===== config.mk =====
export PLATFORM = sky130hd
export DESIGN_NAME = upd_timer
export DESIGN_NICKNAME = d
export VERILOG_FILES = /design/src/rtl/tmr_pkg.sv /design/src/rtl/tmr_regs.sv /design/src/rtl/tmr_core.sv /design/src/rtl/tmr_evt.sv /design/src/rtl/tmr_fdiv.sv /design/src/rtl/upd_timer.sv
export SDC_FILE = /design/constraint.sdc
export NUM_CORES = 1
export LEC_CHECK = 0
export BUFFER_PORTS_ARGS = -buffer_cell sky130_fd_sc_hd__buf_2
export CAP_MARGIN = 30
export CORE_UTILIZATION = 59
export CTS_CLUSTER_DIAMETER = 50
export DETAILED_ROUTE_END_ITERATION = 8
export PLACE_DENSITY_LB_ADDON = 0.15
export SYNTH_ARGS = -nofsm -noshare
export SYNTH_HDL_FRONTEND = slang
export SYNTH_SLANG_ARGS = --single-unit

===== constraint.sdc =====
create_clock -name clk_i -period 3 [get_ports clk_i]
set_clock_uncertainty 0.15 [all_clocks]
set_input_delay 0.3 -clock clk_i [delete_from_list [all_inputs] [get_ports clk_i]]
set_output_delay 0.3 -clock clk_i [all_outputs]
set_load 0.03 [all_outputs]

===== src/rtl/tmr_pkg.sv =====
package tmr_pkg;

  localparam logic [2:0] A_CTRL   = 3'd0;
  localparam logic [2:0] A_RELOAD = 3'd1;
  localparam logic [2:0] A_PSC    = 3'd2;
  localparam logic [2:0] A_CMP    = 3'd3;
  localparam logic [2:0] A_GEN    = 3'd4;
  localparam logic [2:0] A_STAT   = 3'd6;

  localparam logic [2:0] R_CTRL    = 3'd0;
  localparam logic [2:0] R_COUNT   = 3'd1;
  localparam logic [2:0] R_RLD_SH  = 3'd2;
  localparam logic [2:0] R_PSC_SH  = 3'd3;
  localparam logic [2:0] R_CMP_SH  = 3'd4;
  localparam logic [2:0] R_RLD_PRE = 3'd5;
  localparam logic [2:0] R_STAT    = 3'd6;

  localparam int unsigned B_EN   = 0;
  localparam int unsigned B_SUP  = 1;
  localparam int unsigned B_OVFO = 2;
  localparam int unsigned B_BUF  = 7;
  localparam int unsigned B_DIV  = 8;

  localparam int unsigned NBUF    = 3;
  localparam int unsigned IDX_RLD = 0;
  localparam int unsigned IDX_PSC = 1;
  localparam int unsigned IDX_CMP = 2;

  typedef enum logic [1:0] {
    DIV1    = 2'b00,
    DIV2    = 2'b01,
    DIV4    = 2'b10,
    DIV_RSV = 2'b11
  } div_e;

  typedef struct packed {
    div_e div;
    logic buf_en;
    logic ovf_only;
    logic suppress;
    logic en;
  } ctrl_t;

endpackage


===== src/rtl/tmr_regs.sv =====
module tmr_regs
  import tmr_pkg::*;
#(
  parameter int unsigned CNT_W = 16
) (
  input  logic                           clk_i,
  input  logic                           rst_ni,
  input  logic                           wr_i,
  input  logic [2:0]                     wsel_i,
  input  logic [CNT_W-1:0]               wdata_i,
  input  logic                           upd_load_i,
  output ctrl_t                          ctrl_o,
  output logic [NBUF-1:0][CNT_W-1:0]     pre_o,
  output logic [NBUF-1:0][CNT_W-1:0]     sh_o,
  output logic                           gen_o,
  output logic                           clr_o
);

  always_ff @(posedge clk_i or negedge rst_ni) begin
    if (!rst_ni) begin
      ctrl_o <= '0;
    end else if (wr_i && wsel_i == A_CTRL) begin
      ctrl_o.div      <= div_e'(wdata_i[B_DIV+1:B_DIV]);
      ctrl_o.buf_en   <= wdata_i[B_BUF];
      ctrl_o.ovf_only <= wdata_i[B_OVFO];
      ctrl_o.suppress <= wdata_i[B_SUP];
      ctrl_o.en       <= wdata_i[B_EN];
    end
  end

  // one-shot generate command, cleared the next cycle
  always_ff @(posedge clk_i or negedge rst_ni) begin
    if (!rst_ni) gen_o <= 1'b0;
    else         gen_o <= wr_i && wsel_i == A_GEN && wdata_i[0];
  end

  assign clr_o = wr_i && wsel_i == A_STAT && wdata_i[0];

  for (genvar g = 0; g < NBUF; g++) begin : g_buf
    localparam logic [2:0] MY_SEL = 3'(32'(A_RELOAD) + g);
    logic hit;
    logic direct;

    assign hit    = wr_i && wsel_i == MY_SEL;
    assign direct = (g == IDX_RLD) ? !ctrl_o.buf_en : 1'b0;

    always_ff @(posedge clk_i or negedge rst_ni) begin
      if (!rst_ni)  pre_o[g] <= '0;
      else if (hit) pre_o[g] <= wdata_i;
    end

    always_ff @(posedge clk_i or negedge rst_ni) begin
      if (!rst_ni)             sh_o[g] <= '0;
      else if (hit && direct)  sh_o[g] <= wdata_i;
      else if (upd_load_i)     sh_o[g] <= pre_o[g];
    end

    if (g == IDX_RLD) begin : g_rld_chk
      p_buffered_hold_r5: assert property (@(posedge clk_i) disable iff (!rst_ni)
        (ctrl_o.buf_en && !upd_load_i) |=> $stable(sh_o[g]));
    end else begin : g_oth_chk
      p_suppress_keep_r6: assert property (@(posedge clk_i) disable iff (!rst_ni)
        ctrl_o.suppress |=> $stable(sh_o[g]));
    end
  end

endmodule


===== src/rtl/tmr_core.sv =====
module tmr_core #(
  parameter int unsigned CNT_W = 16
) (
  input  logic             clk_i,
  input  logic             rst_ni,
  input  logic             en_i,
  input  logic             gen_i,
  input  logic [CNT_W-1:0] psc_lim_i,
  input  logic [CNT_W-1:0] rld_i,
  output logic [CNT_W-1:0] cnt_o,
  output logic             ovf_o
);

  logic [CNT_W-1:0] psc_q;
  logic             tick;
  logic             at_top;

  assign tick   = en_i && (psc_q == psc_lim_i) && !gen_i;
  assign at_top = (cnt_o == rld_i);
  assign ovf_o  = tick && at_top;

  always_ff @(posedge clk_i or negedge rst_ni) begin
    if (!rst_ni)                 psc_q <= '0;
    else if (gen_i)              psc_q <= '0;
    else if (en_i)               psc_q <= (psc_q == psc_lim_i) ? '0 : psc_q + 1'b1;
  end

  always_ff @(posedge clk_i or negedge rst_ni) begin
    if (!rst_ni)      cnt_o <= '0;
    else if (gen_i)   cnt_o <= '0;
    else if (tick)    cnt_o <= at_top ? '0 : cnt_o + 1'b1;
  end

  p_hold_r2: assert property (@(posedge clk_i) disable iff (!rst_ni)
    (!en_i && !gen_i) |=> $stable(cnt_o));

  p_wrap_r3: assert property (@(posedge clk_i) disable iff (!rst_ni)
    ovf_o |=> (cnt_o == '0));

  p_gen_zero_r7: assert property (@(posedge clk_i) disable iff (!rst_ni)
    gen_i |=> (cnt_o == '0 && psc_q == '0));

endmodule


===== src/rtl/tmr_evt.sv =====
module tmr_evt (
  input  logic clk_i,
  input  logic rst_ni,
  input  logic gen_i,
  input  logic ovf_i,
  input  logic suppress_i,
  input  logic ovf_only_i,
  input  logic clr_i,
  output logic upd_load_o,
  output logic uev_o,
  output logic flag_o
);

  logic flag_set;

  assign upd_load_o = !suppress_i && (gen_i || ovf_i);
  assign flag_set   = !suppress_i && (ovf_i || (gen_i && !ovf_only_i));

  always_ff @(posedge clk_i or negedge rst_ni) begin
    if (!rst_ni) uev_o <= 1'b0;
    else         uev_o <= upd_load_o;
  end

  always_ff @(posedge clk_i or negedge rst_ni) begin
    if (!rst_ni)       flag_o <= 1'b0;
    else if (flag_set) flag_o <= 1'b1;
    else if (clr_i)    flag_o <= 1'b0;
  end

  p_no_uev_r6: assert property (@(posedge clk_i) disable iff (!rst_ni)
    suppress_i |=> !uev_o);

  p_flag_sticky_r9: assert property (@(posedge clk_i) disable iff (!rst_ni)
    (flag_o && !clr_i) |=> flag_o);

  p_ovf_only_r8: assert property (@(posedge clk_i) disable iff (!rst_ni)
    (ovf_only_i && !ovf_i && !flag_o) |=> !flag_o);

  p_pulse_r10: assert property (@(posedge clk_i) disable iff (!rst_ni)
    (gen_i && !suppress_i) |=> uev_o);

endmodule


===== src/rtl/tmr_fdiv.sv =====
module tmr_fdiv
  import tmr_pkg::*;
(
  input  logic clk_i,
  input  logic rst_ni,
  input  div_e div_i,
  output logic tick_o
);

  logic [1:0] cnt_q;
  logic [1:0] lim;

  always_comb begin
    case (div_i)
      DIV2:    lim = 2'd1;
      DIV4:    lim = 2'd3;
      default: lim = 2'd0;
    endcase
  end

  always_ff @(posedge clk_i or negedge rst_ni) begin
    if (!rst_ni) cnt_q <= '0;
    else         cnt_q <= (cnt_q >= lim) ? 2'd0 : cnt_q + 2'd1;
  end

  assign tick_o = (cnt_q == 2'd0);

  p_div_gap_r11: assert property (@(posedge clk_i) disable iff (!rst_ni)
    ((div_i == DIV2 || div_i == DIV4) && tick_o) |=> !tick_o);

  p_div_full_r11: assert property (@(posedge clk_i) disable iff (!rst_ni)
    (div_i == DIV1 || div_i == DIV_RSV) |=> tick_o);

endmodule


===== src/rtl/upd_timer.sv =====
module upd_timer
  import tmr_pkg::*;
#(
  parameter int unsigned CNT_W = 16
) (
  input  logic             clk_i,
  input  logic             rst_ni,
  input  logic             host_wr_i,
  input  logic [2:0]       host_wsel_i,
  input  logic [CNT_W-1:0] host_wdata_i,
  input  logic [2:0]       host_rsel_i,
  output logic [CNT_W-1:0] host_rdata_o,
  output logic             uev_o,
  output logic             upd_flag_o,
  output logic             filt_tick_o
);

  ctrl_t                      ctrl;
  logic [NBUF-1:0][CNT_W-1:0] pre;
  logic [NBUF-1:0][CNT_W-1:0] sh;
  logic                       gen;
  logic                       clr;
  logic                       upd_load;
  logic [CNT_W-1:0]           cnt;
  logic                       ovf;
  logic [CNT_W-1:0]           ctrl_rd;

  tmr_regs #(.CNT_W(CNT_W)) u_regs (
    .clk_i      (clk_i),
    .rst_ni     (rst_ni),
    .wr_i       (host_wr_i),
    .wsel_i     (host_wsel_i),
    .wdata_i    (host_wdata_i),
    .upd_load_i (upd_load),
    .ctrl_o     (ctrl),
    .pre_o      (pre),
    .sh_o       (sh),
    .gen_o      (gen),
    .clr_o      (clr)
  );

  tmr_core #(.CNT_W(CNT_W)) u_core (
    .clk_i     (clk_i),
    .rst_ni    (rst_ni),
    .en_i      (ctrl.en),
    .gen_i     (gen),
    .psc_lim_i (sh[IDX_PSC]),
    .rld_i     (sh[IDX_RLD]),
    .cnt_o     (cnt),
    .ovf_o     (ovf)
  );

  tmr_evt u_evt (
    .clk_i      (clk_i),
    .rst_ni     (rst_ni),
    .gen_i      (gen),
    .ovf_i      (ovf),
    .suppress_i (ctrl.suppress),
    .ovf_only_i (ctrl.ovf_only),
    .clr_i      (clr),
    .upd_load_o (upd_load),
    .uev_o      (uev_o),
    .flag_o     (upd_flag_o)
  );

  tmr_fdiv u_fdiv (
    .clk_i  (clk_i),
    .rst_ni (rst_ni),
    .div_i  (ctrl.div),
    .tick_o (filt_tick_o)
  );

  always_comb begin
    ctrl_rd                   = '0;
    ctrl_rd[B_DIV+1:B_DIV]    = ctrl.div;
    ctrl_rd[B_BUF]            = ctrl.buf_en;
    ctrl_rd[B_OVFO]           = ctrl.ovf_only;
    ctrl_rd[B_SUP]            = ctrl.suppress;
    ctrl_rd[B_EN]             = ctrl.en;
  end

  always_comb begin
    case (host_rsel_i)
      R_CTRL:    host_rdata_o = ctrl_rd;
      R_COUNT:   host_rdata_o = cnt;
      R_RLD_SH:  host_rdata_o = sh[IDX_RLD];
      R_PSC_SH:  host_rdata_o = sh[IDX_PSC];
      R_CMP_SH:  host_rdata_o = sh[IDX_CMP];
      R_RLD_PRE: host_rdata_o = pre[IDX_RLD];
      R_STAT:    host_rdata_o = {{(CNT_W-1){1'b0}}, upd_flag_o};
      default:   host_rdata_o = '0;
    endcase
  end

  p_resv_zero_r12: assert property (@(posedge clk_i) disable iff (!rst_ni)
    (host_rsel_i == R_CTRL) |-> (host_rdata_o[15:10] == '0 && host_rdata_o[6:3] == '0));

endmodule


# Word level (Yosys, flattened, before mapping)
# Index checks and enable logic that the tools add are counted.
[classes]
n_bitwise = 0
multipliers = 0
n_div = 0
magnitude_cmp = 1
eq_ne = 15
shift = 0
n_reduce_logical = 28
add_sub_neg = 3
n_mux = 13
[op_table]
columns = ["cell", "count"]
rows = [
  ["2-to-1 mux 16 bit", 8],
  ["case mux 16 bit (7 select lines)", 1],
  ["adder 16 x 1 -> 16 bit (second input constant)", 2],
  ["== test 16 bit", 2],
  ["== test 3 bit (second input constant)", 5],
  ["logical AND 1 bit", 15],
  ["== test 3 x 2 -> 1 bit (second input constant)", 4],
  ["nonzero test 2 bit", 4],
  ["== test 3 x 1 -> 1 bit (second input constant)", 2],
  ["zero test 3 bit", 2],
  ["zero test 1 bit", 4],
  ["case mux 2 bit (2 select lines)", 1],
  ["adder 2 x 1 -> 2 bit (second input constant)", 1],
  ["== test 2 x 1 -> 1 bit (second input constant)", 1],
  ["== test 2 bit (second input constant)", 1],
  [">= comparator 2 bit", 1],
  ["zero test 2 bit", 1],
  ["logical OR 1 bit", 2],
  ["2-to-1 mux 1 bit", 2],
  ["2-to-1 mux 2 bit", 1],
]
[totals]
mem_bits_ro = 0
latch_bits = 0
mem_bits_rw = 0
in_bits = 25
memories = 0
ff_bits = 139
out_inout_bits = 19
wordCells = 77

# Logic depth before layout (Yosys ltp)
[depth]
word_depth = 8
depth_mapped = 9
ltp_nobuf = 7

# Modules after synthesis
# From an unflattened synthesis, not the netlist that was laid out.
[unflattened]
hier_cells = 661
hier_area_um2 = 7244.4
[modules_own_cells]
columns = ["module", "area_each_um2", "n_inst", "seq_area_each_um2", "cells_per_inst"]
rows = [
  ["tmr_regs", 4046.4, 1, 2577.5, 297],
  ["tmr_core", 2203.4, 1, 800.8, 249],
  ["upd_timer", 755.7, 1, 0.0, 92],
  ["tmr_fdiv", 156.4, 1, 50.0, 15],
  ["tmr_evt", 82.6, 1, 50.0, 8],
]

# Worst setup path before layout
# OpenSTA, ideal clock, no wires.
[synth_timing]
kind = "input-to-output"
startpoint = "in host_rsel_i[0]"
endpoint = "out host_rdata_o[4]"
setup_slack_ps = 558
arrival_time_ps = 1992
required_ps = 2550
path_buffers = 3
path_stages = 5
path_cell_list = "clkbuf_1 clkbuf_1 buf_1 mux2i_1 o221ai_1"
[synth_via]
elab_chain_len = 2
word_cells_on_any_way = 8
classes_between = "6 x eq/ne; 1 x mux; 1 x reduce/logical"
[synth_rtl]
columns = ["item", "line_no", "rtl"]
rows = [
  ["from (decl)", "upd_timer.sv:11", "input logic [2:0] host_rsel_i,"],
  ["== test 3 bit, or another cell as far along", "upd_timer.sv:83", "case (host_rsel_i)"],
  ["case mux 16 bit (7 select lines) (*)", "upd_timer.sv:83", ""],
  ["to (decl)", "upd_timer.sv:12", "output logic [CNT_W-1:0] host_rdata_o,"],
]
# Every way passes the cells marked *; elsewhere a longest branch is shown, timed or not.

# Final worst setup path
[layout_timing]
startpoint = "reg u_regs.sh_o[31] in the netlist's numbering"
endpoint = "reg u_core.cnt_o[11]"
[layout_via]
elab_chain_len = 4
[layout_rtl]
columns = ["item", "line_no", "rtl"]
rows = [
  ["from (decl)", "tmr_regs.sv:14", "output logic [NBUF-1:0][CNT_W-1:0] sh_o,"],
  ["from (signal, indexed assignment)", "tmr_regs.sv:54", "else if (hit && direct) sh_o[g] <= wdata_i;"],
  ["from (signal, indexed assignment)", "tmr_regs.sv:55", "else if (upd_load_i) sh_o[g] <= pre_o[g];"],
  ["== test 16 bit", "tmr_core.sv:18", "assign tick = en_i && (psc_q == psc_lim_i) && !gen_i;"],
  ["logical AND 1 bit (2 in series)", "tmr_core.sv:18", ""],
  ["nonzero test 2 bit (no line)", "--", ""],
  ["to (signal assigned)", "tmr_core.sv:31", "else if (tick) cnt_o <= at_top ? '0 : cnt_o + 1'b1;"],
  ["to (decl)", "tmr_core.sv:10", "output logic [CNT_W-1:0] cnt_o,"],
]
# No other way between the ends.
# A chain may end at the register's enable or synchronous reset.

==> metrics.txt <==
outcome finished clean; Boundary Pins between 40 and 50; fin nets a little under 700; cells on worst reg2reg path 7; setup slack, reg-to-reg between 0.2 and 0.25 ns; Synth Area in Simple Gates a little over a tenth; Worst setup startpoint u_regs.sh_o[31]; Synth Register Bits roughly 140; Crit. End Element flip-flop; Slew headroom slightly above 50%; DR iter-0 viols approximately 440; Crit path required time 3.18 ns; crit path buf inv count 1; peak supply drop 0.0006739 V; buffer depth of the longest clock path 2; Buffers on Ports between 40 and 50; Critical Path End u_core.cnt_o[11]; Levels on crit path 7; Avg WL per Cell 20.63 um; Synth Area in Compound Gates 8.683%; nature of the critical path startpoint flip-flop; first-pass GRT wire length 27160 um; CTS sink cnt approximately 140; die area 12260 um2; worst-margin pin slew about 0.74 ns; initial antenna violation count 0; Post-synth EDFFs 0; share of layout cells above drive strength 1 between 20% and 30%; R2R Path End u_core.cnt_o[11]; largest family of logic cells by synthesized area multiplexers; Reg clk slew, reported paths 0.06 ns; Die Wd approximately 110 um; total wire length approximately 17000 um; hold crit path type input pin to flip-flop; CP delay by family, top simple AND/OR/NAND/NOR gates; post-route ant nets 0; TritonCTS clock tree done; TritonRoute pass-1 iters 5; RSZ-0062 raised after global routing no; top cells by area, synth dfrtp_1 50%, mux2_2 15%, mux2i_1 4.7%; Ys Warns 0; Mapped Cells about 600; crit path DAT ~3 ns; Leakage ~0.0037 uW; Final min period around 2.8 ns; XOR/XNOR Fraction of Synth Area 5.651%; initial core utilization about three fifths; vias in the first global route 5015; H-tree depth 4; multiplexer share of the synthesized area between 20% and 30%; Slew Limit Fails 0; Mapped Nets 630; Worst-Skew Late Latency roughly 0.42 ns; library cells used by synthesis 48; P per Cell Area between 700 and 800 nW/um2; average vias per placed instance between 6 and 7; core area between 10000 and 15000 um2; Area growth syn-to-layout 14.17%; Cell Area, Synth about 7000 um2; Final Wtd Congestion about 0.91; final setup vio count 0; gr usage total slightly below 30%; routed vias roughly 4900; overall power 6129 uW; largest net degree at the start of global routing 67; max-cap violations 0; crit-path max FO 28; Setup WS post-layout about 0.22 ns; pre-CTS setup slack ~0.31 ns; Synth async-reset ratio 100.0%; Inst Count DP approximately 770; setup TNS 0 ns; Crit-path slowest cell nor4_1; GRT overflow 0; fin crit share 92.51%; clk root buf clkbuf_16; Rows 39; Post-Synth Adder-Cell Area under 10%; drt drc 0; TritonCTS Buffers 17; sequential share of the synthesized area 49.87%; Post-synth top flop dfrtp_1; fmax roughly 0.36 GHz; Critical R2R Launch u_regs.sh_o[31]; Post-CTS Setup Inserts 0; leading area contributor after synthesis dfrtp_1; Die Y ~110 um; fin cells ~800; DP HPWL between 10000 and 15000 um; ant diodes 0; crit path cell chain xor2_1 -> nor4_1 -> and4_1 -> nor3b_4 -> buf_4 -> or2b_1 -> a31oi_1; Fin. Hold Viols 0; tightest hold margin 0.01772 ns; top cell type's share of synthesized area ~50%; crit-path max cell delay about 0.5 ns; average size of a mapped cell 11.64 um2; crit path kind flip-flop to flip-flop
-- cell usage in the layout, fill, tap and decap left out, types with 4 or more instances in the layout --
master	n
nor3_1	6
buf_2	42
xor2_1	26
inv_1	10
nand3_1	9
a22oi_1	7
o221ai_1	6
a221oi_1	4
clkbuf_16	17
dfrtp_1	139
bufinv_16	4
nand4_1	11
nand2b_1	11
buf_4	13
nand2_1	26
nor4_1	6
mux2_2	91
a31oi_1	12
xnor2_1	19
a21oi_1	40
o21ai_0	12
and3_1	5
mux2i_1	33
dlygate4sd3_1	5
ha_1	6
o22ai_1	5
nor2b_1	6
nor2_1	44
-- through the flow --
stage	utilization, %	cell area [um2]
6_report	69.44	7963
5_1_grt	69.44	7963
4_1_cts	69.44	7963
3_5_place_dp	63.59	7292
3_3_place_gp	63.59	7292
2_1_floorplan	-	6974
-- synthesized netlist by cell type (5+ instances only) --
cell type  number
mux2_2         91
nor3_1          6
inv_1          10
xor2_1         26
nand3_1         9
a22oi_1         7
clkbuf_1       17
a31oi_1        13
nand2_1        26
nand2b_1       11
o22ai_1         5
mux2i_1        33
o21ai_0        12
buf_2           7
o221ai_1        6
a21oi_1        40
xnor2_1        19
nand4_1        11
dfrtp_1       139
nor2b_1         6
ha_1            6
and3_1          5
nor2_1         44
nor4_1          6
-- cells by family after synthesis --
kind of cell	after synthesis
adders and majority gates	6
AOI/OAI and AO/OA	97
buffers and inverters	43
muxes	127
and+or+nand+nor	142
xor gates and xnor gates	45
DFF	139
-- cell type report --
class / count / area [um2]
clock buffer: 20 / 456.7
fill: 824 / 3505
clock inverter: 10 / 163.9
tap: 143 / 178.9
sequential: 139 / 3478
inverter: 10 / 37.54
timing repair buffer: 62 / 389.1
multi-input combinational: 417 / 3258
-- where the power goes --
| group | internal, uW | switching (uW) | leakage (uW) |
|---|---|---|---|
| sequential | 2290 | 412 | 0.00174 |
| clock | 1430 | 789 | 0.000303 |
| combinational | 611 | 591 | 0.00163 |
| total | 4340 | 1790 | 0.00367 |
-- registers in the layout, summed over array words and instances, names as in the netlist --
name           flops
u_regs.gen_o       1
u_regs.sh_o       48
u_evt.uev_o        1
u_fdiv.cnt_q       2
u_evt.flag_o       1
u_regs.pre_o      48
u_core.cnt_o      16
u_core.psc_q      16
u_regs.ctrl_o      6
-- how the worst min path moves through the flow --
stage                                 from                to  cells past startpoint
after floorplan                     rst_ni   u_core.cnt_o[0]                      0
after global placement              rst_ni      u_regs.gen_o                      1
after detailed placement            rst_ni      u_regs.gen_o                      1
after CTS                 host_wdata_i[13]  u_regs.pre_o[13]                      2
after global routing       host_wdata_i[4]  u_regs.pre_o[36]                      2
final                      host_wdata_i[6]  u_regs.pre_o[22]                      2
-- routing by layer --
metal,GRT usage [%],wire length [um],vias to the layer above,share of wire (%)
met5,0,0,-,0
met4,9.156,305,0,1.8
met3,6.233,720,29,4.4
met2,47.04,8343,132,50
met1,38.96,7158,2527,43
li1,-,-,2260,-
-- what timing repair did --
item | 4_1_cts | 5_1_grt
resized for setup | 0 | 0
hold buffers | 5 | 0
hold endpoints to repair | 68 | 0
No activity file was read; power rests on OpenSTA's default activity.
